[config.mk]
export PLATFORM = sky130hd
export DESIGN_NAME = ctx_stack_seq
export DESIGN_NICKNAME = d
export VERILOG_FILES = /design/src/rtl/ctx_stack_pkg.sv /design/src/rtl/ctx_sp_reg.sv /design/src/rtl/ctx_seq_fsm.sv /design/src/rtl/ctx_result.sv /design/src/rtl/ctx_stack_seq.sv
export SDC_FILE = /design/constraint.sdc
export NUM_CORES = 1
export LEC_CHECK = 0
export BUFFER_PORTS_ARGS = -buffer_cell sky130_fd_sc_hd__buf_4
export CAP_MARGIN = 20
export CORE_ASPECT_RATIO = 1.1
export CORE_MARGIN = 8
export CORE_UTILIZATION = 56
export CTS_CLUSTER_DIAMETER = 30
export DETAILED_ROUTE_END_ITERATION = 7
export MAX_ROUTING_LAYER = met4
export PLACE_DENSITY_LB_ADDON = 0.05
export SYNTH_ARGS = -nofsm -noshare
export SYNTH_HDL_FRONTEND = slang
export SYNTH_SLANG_ARGS = --single-unit
[constraint.sdc]
create_clock -name clk -period 2.84 [get_ports clk]
set_input_delay 0.852 -clock clk [delete_from_list [all_inputs] [get_ports clk]]
set_output_delay 0.852 -clock clk [all_outputs]
set_load 0.05 [all_outputs]
[src/rtl/ctx_stack_pkg.sv]
package ctx_stack_pkg;
  localparam int BYTE_W = 8;
  localparam int PC_W   = 2 * BYTE_W - 2;

  typedef enum logic [1:0] {
    OP_IRQ  = 2'd0,
    OP_CALL = 2'd1,
    OP_RET  = 2'd2,
    OP_RETI = 2'd3
  } ctx_op_e;

  typedef enum logic [2:0] {
    ST_IDLE,
    ST_WR_LO,
    ST_WR_HI,
    ST_RD_HI,
    ST_RD_LO,
    ST_FIN
  } ctx_st_e;

  function automatic logic op_saves(input ctx_op_e op);
    return (op == OP_IRQ) || (op == OP_CALL);
  endfunction

  function automatic logic [BYTE_W-1:0] pack_lo(input logic [PC_W-1:0] pc);
    return pc[BYTE_W-1:0];
  endfunction

  function automatic logic [BYTE_W-1:0] pack_hi(input logic [PC_W-1:0] pc,
                                               input logic c, input logic z);
    return {c, z, pc[PC_W-1:BYTE_W]};
  endfunction

  function automatic logic [PC_W-1:0] unpack_pc(input logic [BYTE_W-1:0] hi,
                                               input logic [BYTE_W-1:0] lo);
    return {hi[BYTE_W-3:0], lo};
  endfunction
endpackage

[src/rtl/ctx_sp_reg.sv]
module ctx_sp_reg #(
  parameter int PTR_W = 8
) (
  input  logic             clk,
  input  logic             rst_n,
  input  logic             inc,
  input  logic             dec,
  input  logic             load,
  input  logic [PTR_W-1:0] load_val,
  output logic [PTR_W-1:0] sp
);
  localparam logic [PTR_W-1:0] ONE = {{(PTR_W-1){1'b0}}, 1'b1};

  always_ff @(posedge clk) begin
    if (!rst_n)     sp <= '0;
    else if (load)  sp <= load_val;
    else if (inc)   sp <= sp + ONE;
    else if (dec)   sp <= sp - ONE;
  end
endmodule

[src/rtl/ctx_seq_fsm.sv]
module ctx_seq_fsm
  import ctx_stack_pkg::*;
(
  input  logic    clk,
  input  logic    rst_n,
  input  logic    req_valid,
  input  ctx_op_e req_op,
  input  logic    ptr_load,
  output logic    busy,
  output logic    accept,
  output logic    wr_lo,
  output logic    wr_hi,
  output logic    rd_hi,
  output logic    rd_lo,
  output logic    fin,
  output logic    load_ok,
  output logic    done,
  output ctx_op_e op_q
);
  ctx_st_e st_q, st_d;

  assign busy    = (st_q != ST_IDLE);
  assign accept  = (st_q == ST_IDLE) && req_valid;
  assign load_ok = (st_q == ST_IDLE) && !req_valid && ptr_load;
  assign wr_lo   = (st_q == ST_WR_LO);
  assign wr_hi   = (st_q == ST_WR_HI);
  assign rd_hi   = (st_q == ST_RD_HI);
  assign rd_lo   = (st_q == ST_RD_LO);
  assign fin     = (st_q == ST_FIN);

  always_comb begin
    st_d = st_q;
    unique case (st_q)
      ST_IDLE:  if (req_valid) st_d = op_saves(req_op) ? ST_WR_LO : ST_RD_HI;
      ST_WR_LO: st_d = ST_WR_HI;
      ST_WR_HI: st_d = ST_FIN;
      ST_RD_HI: st_d = ST_RD_LO;
      ST_RD_LO: st_d = ST_FIN;
      ST_FIN:   st_d = ST_IDLE;
      default:  st_d = ST_IDLE;
    endcase
  end

  always_ff @(posedge clk) begin
    if (!rst_n) begin
      st_q <= ST_IDLE;
      op_q <= OP_IRQ;
      done <= 1'b0;
    end else begin
      st_q <= st_d;
      done <= fin;
      if (accept) op_q <= req_op;
    end
  end
endmodule

[src/rtl/ctx_result.sv]
module ctx_result
  import ctx_stack_pkg::*;
(
  input  logic              clk,
  input  logic              rst_n,
  input  logic              accept,
  input  logic [PC_W-1:0]   pc_in,
  input  logic              carry_in,
  input  logic              zero_in,
  input  logic              rd_lo,
  input  logic              fin,
  input  ctx_op_e           op_q,
  input  logic [BYTE_W-1:0] mem_rdata,
  output logic [BYTE_W-1:0] save_lo,
  output logic [BYTE_W-1:0] save_hi,
  output logic [PC_W-1:0]   pc_out,
  output logic              carry_out,
  output logic              zero_out,
  output logic              int_en
);
  logic [PC_W-1:0]   pc_s;
  logic              c_s, z_s;
  logic [BYTE_W-1:0] hold;

  assign save_lo = pack_lo(pc_s);
  assign save_hi = pack_hi(pc_s, c_s, z_s);

  always_ff @(posedge clk) begin
    if (!rst_n) begin
      pc_s      <= '0;
      c_s       <= 1'b0;
      z_s       <= 1'b0;
      hold      <= '0;
      pc_out    <= '0;
      carry_out <= 1'b0;
      zero_out  <= 1'b0;
      int_en    <= 1'b0;
    end else begin
      if (accept) begin
        pc_s <= pc_in;
        c_s  <= carry_in;
        z_s  <= zero_in;
      end
      if (rd_lo) hold <= mem_rdata;
      if (fin) begin
        unique case (op_q)
          OP_IRQ:  int_en <= 1'b0;
          OP_CALL: ;
          OP_RET:  pc_out <= unpack_pc(hold, mem_rdata);
          OP_RETI: begin
            pc_out    <= unpack_pc(hold, mem_rdata);
            carry_out <= hold[BYTE_W-1];
            zero_out  <= hold[BYTE_W-2];
            int_en    <= 1'b1;
          end
          default: ;
        endcase
      end
    end
  end
endmodule

[src/rtl/ctx_stack_seq.sv]
module ctx_stack_seq
  import ctx_stack_pkg::*;
#(
  parameter int PTR_W = 8
) (
  input  logic              clk,
  input  logic              rst_n,
  input  logic              req_valid,
  input  logic [1:0]        req_op,
  input  logic [PC_W-1:0]   pc_in,
  input  logic              carry_in,
  input  logic              zero_in,
  input  logic              sp_wr,
  input  logic [PTR_W-1:0]  sp_wr_val,
  output logic              busy,
  output logic              done,
  output logic              mem_we,
  output logic              mem_re,
  output logic [PTR_W-1:0]  mem_addr,
  output logic [BYTE_W-1:0] mem_wdata,
  input  logic [BYTE_W-1:0] mem_rdata,
  output logic [PC_W-1:0]   pc_out,
  output logic              carry_out,
  output logic              zero_out,
  output logic              int_en
);
  localparam logic [PTR_W-1:0] ONE = {{(PTR_W-1){1'b0}}, 1'b1};

  logic       accept, wr_lo, wr_hi, rd_hi, rd_lo, fin, load_ok;
  ctx_op_e    op_q;
  logic [PTR_W-1:0]  stk_ptr;
  logic [BYTE_W-1:0] save_lo, save_hi;

  ctx_seq_fsm u_fsm (
    .clk       (clk),
    .rst_n     (rst_n),
    .req_valid (req_valid),
    .req_op    (ctx_op_e'(req_op)),
    .ptr_load  (sp_wr),
    .busy      (busy),
    .accept    (accept),
    .wr_lo     (wr_lo),
    .wr_hi     (wr_hi),
    .rd_hi     (rd_hi),
    .rd_lo     (rd_lo),
    .fin       (fin),
    .load_ok   (load_ok),
    .done      (done),
    .op_q      (op_q)
  );

  ctx_sp_reg #(.PTR_W(PTR_W)) u_sp (
    .clk      (clk),
    .rst_n    (rst_n),
    .inc      (wr_lo | wr_hi),
    .dec      (rd_hi | rd_lo),
    .load     (load_ok),
    .load_val (sp_wr_val),
    .sp       (stk_ptr)
  );

  ctx_result u_res (
    .clk       (clk),
    .rst_n     (rst_n),
    .accept    (accept),
    .pc_in     (pc_in),
    .carry_in  (carry_in),
    .zero_in   (zero_in),
    .rd_lo     (rd_lo),
    .fin       (fin),
    .op_q      (op_q),
    .mem_rdata (mem_rdata),
    .save_lo   (save_lo),
    .save_hi   (save_hi),
    .pc_out    (pc_out),
    .carry_out (carry_out),
    .zero_out  (zero_out),
    .int_en    (int_en)
  );

  assign mem_we    = wr_lo | wr_hi;
  assign mem_re    = rd_hi | rd_lo;
  assign mem_addr  = mem_we ? stk_ptr : stk_ptr - ONE;
  assign mem_wdata = wr_hi ? save_hi : save_lo;
endmodule

# ---- Word-level counts from Yosys, hierarchy flattened
# Index checks and enable logic that the tools add are counted.
dict set report word_totals {
  reg_bits 55
  in_bits 38
  output_inout_bits 37
  elab_cells 50
}
dict set report classes {
  addsub 2
  eq_ne 9
  mux 9
  bitwise_logic 2
  reduce_logical 16
}
# op n
set op_table {}
lappend op_table {{two-way mux 8 bit} 5}
lappend op_table {{one-hot mux 3 bit (4 select lines)} 1}
lappend op_table {{adder 8 x 1 -> 8 bit, second input constant} 1}
lappend op_table {{subtractor 8 x 1 -> 8 bit, second input constant} 1}
lappend op_table {{== test 3 x 2 -> 1 bit, second input constant} 2}
lappend op_table {{== test 3 bit, second input constant} 2}
lappend op_table {{AND reduction 2 bit} 3}
lappend op_table {{nonzero test 3 bit} 2}
lappend op_table {{== test 2 bit, second input constant} 2}
lappend op_table {{logical NOT 2 bit} 2}
lappend op_table {{OR reduction 2 bit} 2}
lappend op_table {{== test 3 x 1 -> 1 bit, second input constant} 1}
lappend op_table {{logical AND 1 bit} 3}
lappend op_table {{logical NOT 3 bit} 1}
lappend op_table {{two-way mux 3 bit} 1}
lappend op_table {{== test 2 x 1 -> 1 bit, second input constant} 1}
lappend op_table {{two-way mux 2 bit} 1}
lappend op_table {{inequality test 2 bit, second input constant} 1}
lappend op_table {{bitwise OR 1 bit} 2}
lappend op_table {{one-hot mux 1 bit (2 select lines)} 1}
lappend op_table {{nonzero test 2 bit} 1}
lappend op_table {{logical NOT 1 bit} 1}
lappend op_table {{logical OR 1 bit} 1}

# ---- Longest topological paths before layout
dict set report logic_depth {
  ltp_word 5
  ltp_mapped 7
  ltp_nobuf 6
}

# ---- By module
# Synthesis repeated with hierarchy kept, for this count alone.
dict set report hier_totals {
  hier_cells 300
  hier_area_um2 2836.5
}
# module n_inst cells_each area_per_inst_um2 seq_area_each_um2
set modules_own_cells {}
lappend modules_own_cells {ctx_result 1 157 1585.3 820.8}
lappend modules_own_cells {ctx_sp_reg 1 80 659.4 160.2}
lappend modules_own_cells {ctx_seq_fsm 1 29 309.0 120.1}
lappend modules_own_cells {ctx_stack_seq 1 34 282.8 0.0}

# ---- Least setup slack after synthesis
# OpenSTA, ideal clock, no wires.
dict set report synth_timing {
  kind {register to output}
  start {reg u_fsm.st_q[0]}
  end {out mem_addr[1]}
  t_arrival_ps 2212
  t_required_ps 1988
  path_slack_ps -224
  path_stages_with_launch 4
  path_buffers 0
  path_cell_list {dfxtp_1 xnor2_2 nor2_1 a21boi_0}
}
dict set report synth_between {
  elab_chain_cells 3
  elab_cells_between_ends 4
  cone_classes {eq/ne (2); mux (1); bitwise (1)}
}
# element line_no
set synth_lines {}
lappend synth_lines {{start: declaration} ctx_seq_fsm.sv:20} ;# ctx_st_e st_q, st_d;
lappend synth_lines {{start signal: assignment} ctx_seq_fsm.sv:50} ;# st_q <= st_d;
lappend synth_lines {{== test 3 x 1 -> 1 bit or == test 3 x 2 -> 1 bit (tied branches)} {ctx_seq_fsm.sv:25, ctx_seq_fsm.sv:26}}
lappend synth_lines {{bitwise OR 1 bit (*)} ctx_stack_seq.sv:81} ;# assign mem_we = wr_lo | wr_hi;
lappend synth_lines {{named net mem_we} ctx_stack_seq.sv:17} ;# output logic mem_we,
lappend synth_lines {{two-way mux 8 bit (*)} ctx_stack_seq.sv:83} ;# assign mem_addr = mem_we ? stk_ptr : stk_ptr - ONE;
lappend synth_lines {{end: declaration} ctx_stack_seq.sv:19} ;# output logic [PTR_W-1:0] mem_addr,
# Mark *: on every way through the listed nets, which the timed path passes. The rest lies on a longest branch.

# ---- Worst setup path after layout
dict set report layout_timing {
  start {reg u_fsm.st_q[1]}
  end {out mem_wdata[4]}
}
dict set report layout_between {
  elab_chain_cells 2
}
# element line_no
set layout_lines {}
lappend layout_lines {{== test 3 x 2 -> 1 bit} ctx_seq_fsm.sv:26} ;# assign wr_hi = (st_q == ST_WR_HI);
lappend layout_lines {{two-way mux 8 bit} ctx_stack_seq.sv:84} ;# assign mem_wdata = wr_hi ? save_hi : save_lo;
lappend layout_lines {{end: declaration} ctx_stack_seq.sv:20} ;# output logic [BYTE_W-1:0] mem_wdata,
# No other way between the ends.

==> out/results.txt <==
ANT cells = 0
XOR/XNOR Fraction of Synth Area = 0.0322
P_int = 1.38 mW
Hold Path Class = reg -> reg
status = finished, final reports clean
drt pass-1 iters = 4
Top FF cell, synth = dfxtp_1
hold buffer count at cts = 0
largest net degree at the start of global routing = 42
Worst setup EP type = output pin
r2r startpoint = u_fsm.st_q[0]$_SDFFE_PN0P_
DIE AREA = 7350 um^2
Via-to-Cell Ratio = 5.58
P&R area growth vs syn = 24.6%
switch share = 0.412
# setup viols final = 0
Clk Latency, worst-skew pair = 0.30 ns
period utilization = 0.948
Seq pwr share = 0.384
FMAX = 0.371 GHz
multiplexer area fraction after synthesis = 0.0735
Slew Viols, Final = 0
count leader, synth = nand2_1
DR iter-0 viols = 185
wire per inst = 15.0 um
DR vias = 2535
post-synthesis sequential area ratio = 0.404
Worst-Margin Slew = 0.724 ns
clk_skew = 0.00501 ns
Lkg Pwr = 1.38 nW
Clock Path Buffers = 2
number of synthesis warnings = 0
fin nets = 441
Synth cell types = 56
CTS tree = yes
Synth area leader = dfxtp_1
post-route ant nets = 0
clock share of power = 0.193
critical path type = reg -> out
post_cts resized = 0
syn nets = 376
Logic pwr share = 0.423
Pwr Density = 694 nW/um^2
mapped cell area = 2720 um^2
initial antenna violation count = 0
setup TNS = 0 ns
Fin Hold WS = 0.454 ns
CP Launch Type = register
share of layout cells above drive strength 1 = 0.271
detailed-route DRC error count = 0
first-pass GRT wire length = 11.2 mm
I/O pin count = 75
Clock transition at path regs = 0.10 ns
syn_area_per_cell = 8.20 um^2
Post-synth ARST share = 0
vias in the first global route = 2392
crit path from = u_fsm.st_q[1]$_SDFFE_PN0P_
Adder-Cell Fraction of Synth Area = 0.0276
hpwl dp = 5.00 mm
post-synthesis compound-gate area fraction = 0.181
WP data required = 1.99 ns
worst-path fanout max = 8
Area contributors post-synth = dfxtp_1 (40%), nand2_1 (11%), a21oi_1 (7.9%)
min Tclk post-route = 2.69 ns
EDFF count, synth = 0
MaxCap Viol Count = 0
RSZ-0062 raised after global routing = no
cell count after synthesis = 332
Total GRT Usage = 0.193
Congestion Overflow GR = 0
Final Hold Vio Count = 0
Clock Sink Count = 55
Final Wtd Congestion = 0.905
Inserted Clock Buffers = 5
Max VDD drop = 0.000380 V
Yosys reg bits = 55
min-delay src = u_res.hold[5]$_SDFFE_PN0P_
IO Port Bufs = 74
CTS root buf = clkbuf_8
height of the die = 89.1 um
worst path arrival time = 1.84 ns
Rel. slew slack = 0.517
number of placement rows = 26
simple-gate area share of the yosys netlist = 0.229
final wirelength = 6.83 mm
top cells by count, synth = nand2_1 (80), dfxtp_1 (55), a21oi_1 (43), nor2_1 (16)
Initial Utilization = 0.586
share of the synthesized area in the top cell type = 0.404
setup bufs post-CTS = 0
CTS H-Tree Depth = 2
Sw Pwr = 0.971 mW
Fill cells = 372
Core Region = 4650 um^2
Die W = 82.5 um
combinational family with the most area after synthesis = simple AND/OR/NAND/NOR gates
registers in the layout (all words and copies together) (netlist names):
name             count
u_fsm.done           1
u_fsm.op_q           2
u_fsm.st_q           3
u_res.c_s            1
u_res.carry_out      1
u_res.hold           8
u_res.int_en         1
u_res.pc_out        14
u_res.pc_s          14
u_res.z_s            1
u_res.zero_out       1
u_sp.sp              8
metrics by stage:
stage / power, mW / worst slack, ns / instance area, um^2 / std cells / util
after floorplan: 1.64 / 0.0939 / 2720 / 332 / -
after global placement: 1.89 / 0.424 / 3290 / 446 / 0.708
after detailed placement: 1.91 / 0.375 / 3290 / 446 / 0.708
after CTS: 2.36 / 0.0239 / 3390 / 454 / 0.728
after global routing: 2.48 / 0.000289 / 3390 / 454 / 0.730
final: 2.35 / 0.147 / 3390 / 454 / 0.730
cell families (layout without fill, tap and decap cells):
| kind of cell | Yosys count | after routing |
|---|---|---|
| flip-flops | 55 | 55 |
| multiplexers | 19 | 19 |
| AO/OA/AOI/OAI | 78 | 78 |
| buffers and inverters | 31 | 97 |
| XOR/XNOR | 7 | 7 |
| adder cells (fa/ha/maj) | 6 | 6 |
| AND/OR/NAND/NOR | 136 | 136 |
worst paths after layout:
path | to | slack, ns | cells after the start
setup / recovery | mem_wdata[4] | 0.15 | 5
hold / removal | u_res.pc_out[13]$_SDFFE_PN0P_ | 0.45 | 2
setup reg to reg | u_res.pc_s[0]$_SDFFE_PN0P_ | 0.94 | 6
hold reg to reg | u_res.pc_out[13]$_SDFFE_PN0P_ | 0.45 | 2
final cells by class:
type	instances	area [um^2]	area share
clock buffer	7	86.3	0.0254
inverter	8	30.0	0.00885
tap	56	70.1	0.0206
sequential	55	1100	0.325
multi-input combinational	246	1490	0.439
timing repair buffer	81	608	0.179
clock inverter	1	8.76	0.00258
layer usage:
layer  global-route usage  part of all wire
met1                0.244              0.44
met2                0.304              0.48
met3               0.0523             0.079
met4               0.0345            0.0040
met5                    -                 0
worst max-delay path: stages (launching register included):
cell and delay (ns):
dfxtp_2 0.43, nor2b_1 0.22, nor2b_1 0.16, buf_4 0.18
mux2_2 0.35, buf_4 0.19
layout by cell type, fill, tap and decap left out, types with 2 or more instances in the layout:
| master | instances |
|---|---|
| a2111oi_0 | 2 |
| nand2b_1 | 2 |
| clkbuf_8 | 6 |
| a32oi_1 | 2 |
| nand2_1 | 80 |
| nand4_1 | 2 |
| and3b_1 | 2 |
| mux2_2 | 8 |
| o21a_1 | 3 |
| xnor2_1 | 4 |
| nor3b_1 | 3 |
| ha_1 | 6 |
| inv_1 | 6 |
| a211oi_1 | 3 |
| nand3_1 | 8 |
| a31oi_1 | 2 |
| buf_4 | 81 |
| mux2i_1 | 11 |
| and2_1 | 3 |
| o21ai_1 | 2 |
| nor3_1 | 4 |
| and3_1 | 2 |
| nor2b_1 | 3 |
| inv_2 | 2 |
| nor2_1 | 16 |
| a21oi_1 | 43 |
| o21ai_0 | 3 |
| dfxtp_1 | 54 |
| nand4b_1 | 2 |
| o211ai_1 | 5 |
power groups by stage:
| stage | Sequential [mW] | Combinational, mW | Clock (mW) |
|---|---|---|---|
| after floorplan | 0.884 | 0.758 | 0 |
| after global placement | 0.914 | 0.980 | 0 |
| after detailed placement | 0.917 | 0.991 | 0 |
| after CTS | 0.899 | 0.994 | 0.466 |
| after global routing | 0.916 | 1.07 | 0.497 |
| final | 0.904 | 0.996 | 0.454 |
Note: power is estimated with default switching activity, not from simulation.
